### src/rtl/irq_src_pkg.sv
package irq_src_pkg;

    typedef struct packed {
        logic asserted;   // level source: line seen high
        logic sent;       // level source: delivery outstanding
        logic rejected;   // message source: refused, waits for resend
        logic mpend;      // message source: fired while masked
    } src_stat_t;

    typedef enum logic [0:0] {
        ISS_IDLE  = 1'b0,
        ISS_OFFER = 1'b1
    } iss_state_t;

    typedef enum logic [0:0] {
        SCN_IDLE = 1'b0,
        SCN_WALK = 1'b1
    } scn_state_t;

endpackage

### src/rtl/irq_src_slot.sv
module irq_src_slot
    import irq_src_pkg::*;
#(
    parameter bit IS_LSI = 1'b0,
    parameter int SRV_W  = 4,
    parameter int PRIO_W = 8
) (
    input  logic              clk,
    input  logic              rst_n,
    input  logic              line,
    input  logic              msi_fire,
    input  logic              cfg_hit,
    input  logic [SRV_W-1:0]  cfg_server,
    input  logic [PRIO_W-1:0] cfg_prio,
    input  logic              rej_hit,
    input  logic              eoi_hit,
    input  logic              scan_hit,
    input  logic              grant,
    output logic              pend,
    output logic              unmasked,
    output logic [SRV_W-1:0]  server,
    output logic [PRIO_W-1:0] prio,
    output src_stat_t         stat
);

    localparam logic [PRIO_W-1:0] PRIO_OFF = '1;

    src_stat_t         st_q, st_n;
    logic              pend_q, pend_n;
    logic [SRV_W-1:0]  srv_q, srv_n;
    logic [PRIO_W-1:0] prio_q, prio_n;
    logic              unm_n;

    always_comb begin
        srv_n  = srv_q;
        prio_n = prio_q;
        if (cfg_hit) begin
            srv_n  = cfg_server;
            prio_n = cfg_prio;
        end
        unm_n  = (prio_n != PRIO_OFF);
        st_n   = st_q;
        pend_n = pend_q & ~grant;

        if (IS_LSI) begin
            st_n.rejected = 1'b0;
            st_n.mpend    = 1'b0;
            st_n.asserted = line;
            if (rej_hit || eoi_hit) begin
                st_n.sent = 1'b0;
            end
            if ((line != st_q.asserted || cfg_hit || scan_hit)
                && unm_n && line && !st_n.sent) begin
                st_n.sent = 1'b1;
                pend_n    = 1'b1;
            end
        end else begin
            st_n.asserted = 1'b0;
            st_n.sent     = 1'b0;
            if (rej_hit) begin
                st_n.rejected = 1'b1;
            end
            if (msi_fire) begin
                if (unm_n) begin
                    pend_n = 1'b1;
                end else begin
                    st_n.mpend = 1'b1;
                end
            end
            if (cfg_hit && st_n.mpend && unm_n) begin
                st_n.mpend = 1'b0;
                pend_n     = 1'b1;
            end
            if (scan_hit && st_q.rejected) begin
                st_n.rejected = 1'b0;
                if (unm_n) begin
                    pend_n = 1'b1;
                end
            end
        end
    end

    always_ff @(posedge clk) begin
        if (!rst_n) begin
            st_q   <= '0;
            pend_q <= 1'b0;
            srv_q  <= '0;
            prio_q <= PRIO_OFF;
        end else begin
            st_q   <= st_n;
            pend_q <= pend_n;
            srv_q  <= srv_n;
            prio_q <= prio_n;
        end
    end

    assign pend     = pend_q;
    assign unmasked = (prio_q != PRIO_OFF);
    assign server   = srv_q;
    assign prio     = prio_q;
    assign stat     = st_q;

endmodule

### src/rtl/irq_pick.sv
module irq_pick #(
    parameter int NUM_SRC = 8,
    parameter int IDX_W   = 3
) (
    input  logic [NUM_SRC-1:0] req,
    output logic [NUM_SRC-1:0] gnt,
    output logic [IDX_W-1:0]   idx,
    output logic               any
);

    always_comb begin
        gnt = '0;
        idx = '0;
        any = |req;
        for (int i = NUM_SRC - 1; i >= 0; i--) begin
            if (req[i]) begin
                gnt    = '0;
                gnt[i] = 1'b1;
                idx    = IDX_W'(i);
            end
        end
    end

endmodule

### src/rtl/irq_issue_fsm.sv
module irq_issue_fsm
    import irq_src_pkg::*;
#(
    parameter int              SRV_W    = 4,
    parameter int              PRIO_W   = 8,
    parameter int              NUM_W    = 12,
    parameter int              IDX_W    = 3,
    parameter logic [NUM_W-1:0] BASE_NUM = '0
) (
    input  logic              clk,
    input  logic              rst_n,
    input  logic              cand_any,
    input  logic [IDX_W-1:0]  cand_idx,
    input  logic [SRV_W-1:0]  cand_server,
    input  logic [PRIO_W-1:0] cand_prio,
    input  logic              pres_ready,
    output logic              grant_en,
    output logic              pres_valid,
    output logic [SRV_W-1:0]  pres_server,
    output logic [NUM_W-1:0]  pres_num,
    output logic [PRIO_W-1:0] pres_prio
);

    iss_state_t state_q, state_n;

    always_comb begin
        state_n  = state_q;
        grant_en = 1'b0;
        unique case (state_q)
            ISS_IDLE: begin
                if (cand_any) begin
                    grant_en = 1'b1;
                    state_n  = ISS_OFFER;
                end
            end
            ISS_OFFER: begin
                if (pres_ready) begin
                    state_n = ISS_IDLE;
                end
            end
            default: state_n = ISS_IDLE;
        endcase
    end

    always_ff @(posedge clk) begin
        if (!rst_n) begin
            state_q <= ISS_IDLE;
        end else begin
            state_q <= state_n;
        end
    end

    always_ff @(posedge clk) begin
        if (!rst_n) begin
            pres_server <= '0;
            pres_num    <= '0;
            pres_prio   <= '0;
        end else if (grant_en) begin
            pres_server <= cand_server;
            pres_num    <= BASE_NUM + NUM_W'(cand_idx);
            pres_prio   <= cand_prio;
        end
    end

    assign pres_valid = (state_q == ISS_OFFER);

endmodule

### src/rtl/irq_scan_fsm.sv
module irq_scan_fsm
    import irq_src_pkg::*;
#(
    parameter int NUM_SRC = 8,
    parameter int IDX_W   = 3
) (
    input  logic               clk,
    input  logic               rst_n,
    input  logic               resend_req,
    input  logic               busy,
    output logic [NUM_SRC-1:0] scan_hit
);

    localparam logic [IDX_W-1:0] LAST = IDX_W'(NUM_SRC - 1);

    scn_state_t       state_q, state_n;
    logic [IDX_W-1:0] idx_q, idx_n;

    always_comb begin
        state_n  = state_q;
        idx_n    = idx_q;
        scan_hit = '0;
        unique case (state_q)
            SCN_IDLE: begin
                if (resend_req) begin
                    idx_n   = '0;
                    state_n = SCN_WALK;
                end
            end
            SCN_WALK: begin
                if (!busy) begin
                    for (int i = 0; i < NUM_SRC; i++) begin
                        scan_hit[i] = (idx_q == IDX_W'(i));
                    end
                    if (idx_q == LAST) begin
                        state_n = SCN_IDLE;
                    end else begin
                        idx_n = idx_q + 1'b1;
                    end
                end
            end
            default: state_n = SCN_IDLE;
        endcase
    end

    always_ff @(posedge clk) begin
        if (!rst_n) begin
            state_q <= SCN_IDLE;
            idx_q   <= '0;
        end else begin
            state_q <= state_n;
            idx_q   <= idx_n;
        end
    end

endmodule

### src/rtl/irq_source_ctl.sv
module irq_source_ctl
    import irq_src_pkg::*;
#(
    parameter int                NUM_SRC  = 8,
    parameter logic [NUM_SRC-1:0] LSI_MASK = 8'hF0,
    parameter int                SRV_W    = 4,
    parameter int                PRIO_W   = 8,
    parameter int                NUM_W    = 12,
    parameter logic [NUM_W-1:0]  BASE_NUM = 12'h100,
    localparam int               IDX_W    = (NUM_SRC > 1) ? $clog2(NUM_SRC) : 1
) (
    input  logic               clk,
    input  logic               rst_n,
    input  logic [NUM_SRC-1:0] src_line,
    input  logic               msg_valid,
    input  logic [IDX_W-1:0]   msg_idx,
    input  logic               cfg_we,
    input  logic [IDX_W-1:0]   cfg_idx,
    input  logic [SRV_W-1:0]   cfg_server,
    input  logic [PRIO_W-1:0]  cfg_prio,
    input  logic               rej_valid,
    input  logic [NUM_W-1:0]   rej_num,
    input  logic               eoi_valid,
    input  logic [NUM_W-1:0]   eoi_num,
    input  logic               resend_req,
    output logic               pres_valid,
    input  logic               pres_ready,
    output logic [SRV_W-1:0]   pres_server,
    output logic [NUM_W-1:0]   pres_num,
    output logic [PRIO_W-1:0]  pres_prio
);

    logic [NUM_SRC-1:0] pend_vec, unm_vec, cand_vec, gnt_vec, slot_grant;
    logic [NUM_SRC-1:0] scan_hit, sent_vec, mpend_vec;
    logic [SRV_W-1:0]   srv_arr  [NUM_SRC];
    logic [PRIO_W-1:0]  prio_arr [NUM_SRC];
    src_stat_t          stat_arr [NUM_SRC];
    logic [IDX_W-1:0]   cand_idx;
    logic               cand_any, grant_en;
    logic [SRV_W-1:0]   cand_server;
    logic [PRIO_W-1:0]  cand_prio;

    for (genvar g = 0; g < NUM_SRC; g++) begin : g_slot
        localparam logic [NUM_W-1:0] SNUM = BASE_NUM + NUM_W'(g);
        logic msi_fire, cfg_hit, rej_hit, eoi_hit;

        assign msi_fire = msg_valid && (msg_idx == IDX_W'(g));
        assign cfg_hit  = cfg_we && (cfg_idx == IDX_W'(g));
        assign rej_hit  = rej_valid && (rej_num == SNUM);
        assign eoi_hit  = eoi_valid && (eoi_num == SNUM);

        irq_src_slot #(
            .IS_LSI (LSI_MASK[g]),
            .SRV_W  (SRV_W),
            .PRIO_W (PRIO_W)
        ) u_slot (
            .clk        (clk),
            .rst_n      (rst_n),
            .line       (src_line[g]),
            .msi_fire   (msi_fire),
            .cfg_hit    (cfg_hit),
            .cfg_server (cfg_server),
            .cfg_prio   (cfg_prio),
            .rej_hit    (rej_hit),
            .eoi_hit    (eoi_hit),
            .scan_hit   (scan_hit[g]),
            .grant      (slot_grant[g]),
            .pend       (pend_vec[g]),
            .unmasked   (unm_vec[g]),
            .server     (srv_arr[g]),
            .prio       (prio_arr[g]),
            .stat       (stat_arr[g])
        );

        assign sent_vec[g]  = stat_arr[g].sent;
        assign mpend_vec[g] = stat_arr[g].mpend;
    end

    assign cand_vec   = pend_vec & unm_vec;
    assign slot_grant = gnt_vec & {NUM_SRC{grant_en}};

    irq_pick #(
        .NUM_SRC (NUM_SRC),
        .IDX_W   (IDX_W)
    ) u_pick (
        .req (cand_vec),
        .gnt (gnt_vec),
        .idx (cand_idx),
        .any (cand_any)
    );

    always_comb begin
        cand_server = '0;
        cand_prio   = '0;
        for (int i = 0; i < NUM_SRC; i++) begin
            if (gnt_vec[i]) begin
                cand_server = srv_arr[i];
                cand_prio   = prio_arr[i];
            end
        end
    end

    irq_issue_fsm #(
        .SRV_W    (SRV_W),
        .PRIO_W   (PRIO_W),
        .NUM_W    (NUM_W),
        .IDX_W    (IDX_W),
        .BASE_NUM (BASE_NUM)
    ) u_issue (
        .clk         (clk),
        .rst_n       (rst_n),
        .cand_any    (cand_any),
        .cand_idx    (cand_idx),
        .cand_server (cand_server),
        .cand_prio   (cand_prio),
        .pres_ready  (pres_ready),
        .grant_en    (grant_en),
        .pres_valid  (pres_valid),
        .pres_server (pres_server),
        .pres_num    (pres_num),
        .pres_prio   (pres_prio)
    );

    irq_scan_fsm #(
        .NUM_SRC (NUM_SRC),
        .IDX_W   (IDX_W)
    ) u_scan (
        .clk        (clk),
        .rst_n      (rst_n),
        .resend_req (resend_req),
        .busy       (pres_valid && !pres_ready),
        .scan_hit   (scan_hit)
    );

endmodule

### config.mk
export PLATFORM = sky130hd
export DESIGN_NAME = irq_source_ctl
export DESIGN_NICKNAME = d
export VERILOG_FILES = /design/src/rtl/irq_src_pkg.sv /design/src/rtl/irq_src_slot.sv /design/src/rtl/irq_pick.sv /design/src/rtl/irq_issue_fsm.sv /design/src/rtl/irq_scan_fsm.sv /design/src/rtl/irq_source_ctl.sv
export SDC_FILE = /design/constraint.sdc
export NUM_CORES = 1
export LEC_CHECK = 0
export BUFFER_PORTS_ARGS = -buffer_cell sky130_fd_sc_hd__buf_2
export CAP_MARGIN = 20
export CORE_MARGIN = 2
export CORE_UTILIZATION = 40
export CTS_CLUSTER_DIAMETER = 150
export DETAILED_ROUTE_END_ITERATION = 10
export PLACE_DENSITY = 0.69
export SYNTH_ARGS = -nofsm -noshare
export SYNTH_HDL_FRONTEND = slang
export SYNTH_HIERARCHICAL = 1
export SYNTH_SLANG_ARGS = --single-unit
### constraint.sdc
create_clock -name clk -period 2.6 [get_ports clk]
set_clock_uncertainty 0.2 [all_clocks]
set_input_delay 0.39 -clock clk [delete_from_list [all_inputs] [get_ports clk]]
set_output_delay 0.39 -clock clk [all_outputs]
set_load 0.005 [all_outputs]
==> impl_metrics.json <==
{
  "max_slew.worst_pin.slew_ps": 566,
  "drive_above_1_share": 0.293,
  "num_vias": 6402,
  "hpwl_um": 14600,
  "fmax_ghz": 0.397,
  "rsz0062_at_grt": "yes",
  "antenna_found_initial": 0,
  "synthCells": 792,
  "coreArea_um2": 17900,
  "vias_per_cell": 5.57,
  "timing.rr.end": "u_issue/pres_prio[4]$_SDFFE_PN0P_",
  "grt_max_degree": 83,
  "synthesis.area_um2": 7270,
  "setup_viol": 0,
  "wl_um": 20800,
  "num_antenna_cells": 0,
  "p_switching_uw": 1430,
  "swShare": 0.256,
  "period_share": 0.970,
  "pwr_density_cell_nw_per_um2": 621,
  "clk_path_buf_depth": 2,
  "tritoncts": "built",
  "path_max_fanout": 11,
  "ios": 83,
  "placementRows": 49,
  "dieWidth_um": 139,
  "seq_power_share": 0.405,
  "vdd_drop_max_mv": 0.640,
  "fin_nets": 971,
  "r2r_slack_ps": 80,
  "p_leak_uw": 0.00348,
  "yosys_warnings": 6,
  "grt.overflow.total": 0,
  "wire_per_inst_um": 18.1,
  "gp_congestion": 0.919,
  "min_from": "src_line[7]",
  "use_met3": 0.0570,
  "report.final.hold_viol_count": 0,
  "max-slew-margin-rel": 0.622,
  "intPower_uw": 4180,
  "grt.busiest_layer": "met2",
  "cts-root-buf": "clkbuf_16",
  "track_usage": 0.213,
  "min_path_cells": 2,
  "hold_slack_ps": 20.8,
  "hold_class": "in -> reg",
  "start_kind": "flop",
  "final_antenna_net_count": 0,
  "drc": 0,
  "die_area_um2": 19300,
  "grt_pass1_wl_um": 32700,
  "holdPathEnd": "g_slot[7].u_slot/stat[3]$_SDFF_PN0_",
  "syn_to_final_growth_pct": 24.3,
  "initial_core_util": 0.406,
  "rr_worst_depth": 14,
  "cts_buffers": 17,
  "critPathRequiredTime_ps": 2730,
  "clkPwrFrac": 0.478,
  "post_synth.cell_area_avg_um2": 9.18,
  "outcome": "completed",
  "numPortBuffers": 70,
  "drt_pass1_iterations": 5,
  "post-route-util": 0.505,
  "crit_path_end_kind": "flop",
  "combPwrFrac": 0.118,
  "maxCapViolCount": 0,
  "fp.dieH_um": 139,
  "grt_util_met1": 0.291,
  "use_met2": 0.324,
  "cts.clk_slew.worst_paths_ps": 60,
  "final.min_clock_period_ps": 2520,
  "reg2reg_from": "g_slot[0].u_slot/prio[7]$_SDFF_PN1_",
  "grt_pass1_vias": 6053,
  "first_iter_violations": 549,
  "worstSetupPathType": "reg -> reg",
  "cts.sinks": 141,
  "htree_levels": 4,
  "worstPathArrival_ps": 2650,
  "finalMaxSlewViolations": 0,
  "worstSkewPairLatency_ps": 440
}
-- flip-flops by register name (all words and copies together) (netlist names) --
signal                cells
g_slot.u_slot/server     32
u_issue/pres_prio         8
u_issue/pres_server       4
g_slot.u_slot/prio       64
u_issue/pres_num          4
g_slot.u_slot/pend        8
u_issue/pres_valid        1
g_slot.u_slot/stat       16
u_scan/idx_q              3
u_scan/state_q            1
-- cell type report --
cell class / instances / area (um^2)
fill: 1669 / 8860
timing repair buffer: 140 / 1010
clock inverter: 14 / 206
inverter: 20 / 75.1
sequential: 141 / 2870
multi-input combinational: 587 / 4150
tap: 229 / 287
clock buffer: 18 / 439
-- timing repair --
item / CTS / global route
pin swaps: 0 / 12
endpoints found under the setup margin: 12 / 12
resized for setup: 2 / 69
gates cloned: 0 / 1
hold buffers: 4 / 0
setup buffers: 0 / 3
endpoints found under the hold margin: 4 / 0
-- per-stage QoR --
stage | std cells | instance area [um^2] | total power (uW) | setup slack, ps | TNS [ps]
2_1_floorplan | 799 | 7300 | 2690 | 268 | 0
3_3_place_gp | 1109 | 8160 | 2920 | -34.1 | -203
5_1_grt | 1149 | 9040 | 5800 | -35.0 | -99.7
6_report | 1149 | 9040 | 5610 | 78.2 | 0
4_1_cts | 1145 | 8850 | 5610 | 11.5 | 0
3_5_place_dp | 1109 | 8160 | 2930 | -52.4 | -350
-- cell usage in the layout, fill, tap and decap left out, types with 4 or more instances in the layout --
cell type,count
nand2_1,111
dfxtp_1,104
mux2i_1,103
buf_2,69
buf_4,57
nor2_1,49
dfxtp_2,37
a221o_1,28
nand4_1,27
nand2b_1,20
nor2b_1,20
inv_1,19
clkbuf_16,18
and2_4,17
o2111ai_1,16
and2_1,15
o21ai_1,15
a21oi_1,15
o21ai_0,13
a31oi_1,12
o22ai_1,9
a41oi_2,8
o211a_1,8
nand3b_1,8
buf_12,8
conb_1,8
and4_4,6
ha_1,6
or2b_1,4
nor3_1,4
bufinv_16,4
a211o_1,4
nor3b_2,4
o211ai_1,4
nand3_1,4
or2_4,4
a31oi_2,4
nor3b_1,4
dlygate4sd3_1,4
o21a_1,4
-- power by group through the flow --
| stage | combinational, uW | sequential [uW] | clock [uW] |
|---|---|---|---|
| finish | 660 | 2270 | 2680 |
| global route | 709 | 2280 | 2820 |
| CTS | 628 | 2270 | 2720 |
| detailed placement | 618 | 2310 | 0 |
| global placement | 614 | 2310 | 0 |
| floorplan | 383 | 2300 | 0 |
-- metal layers --
metal	up-vias	share of wire	wire [um]
met5	-	0	0
met4	0	0.023	477
met3	37	0.071	1490
met2	245	0.45	9400
met1	3036	0.45	9440
li1	3084	-	-
-- worst max-delay path, stage by stage, from the launching register on --
cell and delay, ps:
dfxtp_1 330, and4_4 230, nand2_2 50, and2_4 160, nor2_4 160, buf_4 130, and3_4 180, and2_1 160
buf_4 130, nand2_2 60, buf_12 150, o22ai_1 240, a31oi_1 70, nand2_1 100, mux2i_1 70
-- worst max-delay path by stage --
stage	startpoint	endpoint	depth (start not counted)
2_1_floorplan	g_slot[0].u_slot/prio[0]$_SDFF_PN1_	u_issue/pres_prio[3]$_SDFFE_PN0P_	13
3_3_place_gp	g_slot[0].u_slot/prio[6]$_SDFF_PN1_	u_issue/pres_prio[0]$_SDFFE_PN0P_	10
3_5_place_dp	g_slot[0].u_slot/prio[6]$_SDFF_PN1_	u_issue/pres_server[2]$_SDFFE_PN0P_	10
4_1_cts	g_slot[5].u_slot/prio[4]$_SDFF_PN1_	u_issue/pres_prio[7]$_SDFFE_PN0P_	13
5_1_grt	g_slot[0].u_slot/prio[7]$_SDFF_PN1_	u_issue/pres_prio[5]$_SDFFE_PN0P_	13
6_report	g_slot[0].u_slot/prio[7]$_SDFF_PN1_	u_issue/pres_prio[4]$_SDFFE_PN0P_	14
No activity file was read; power rests on OpenSTA's default activity.
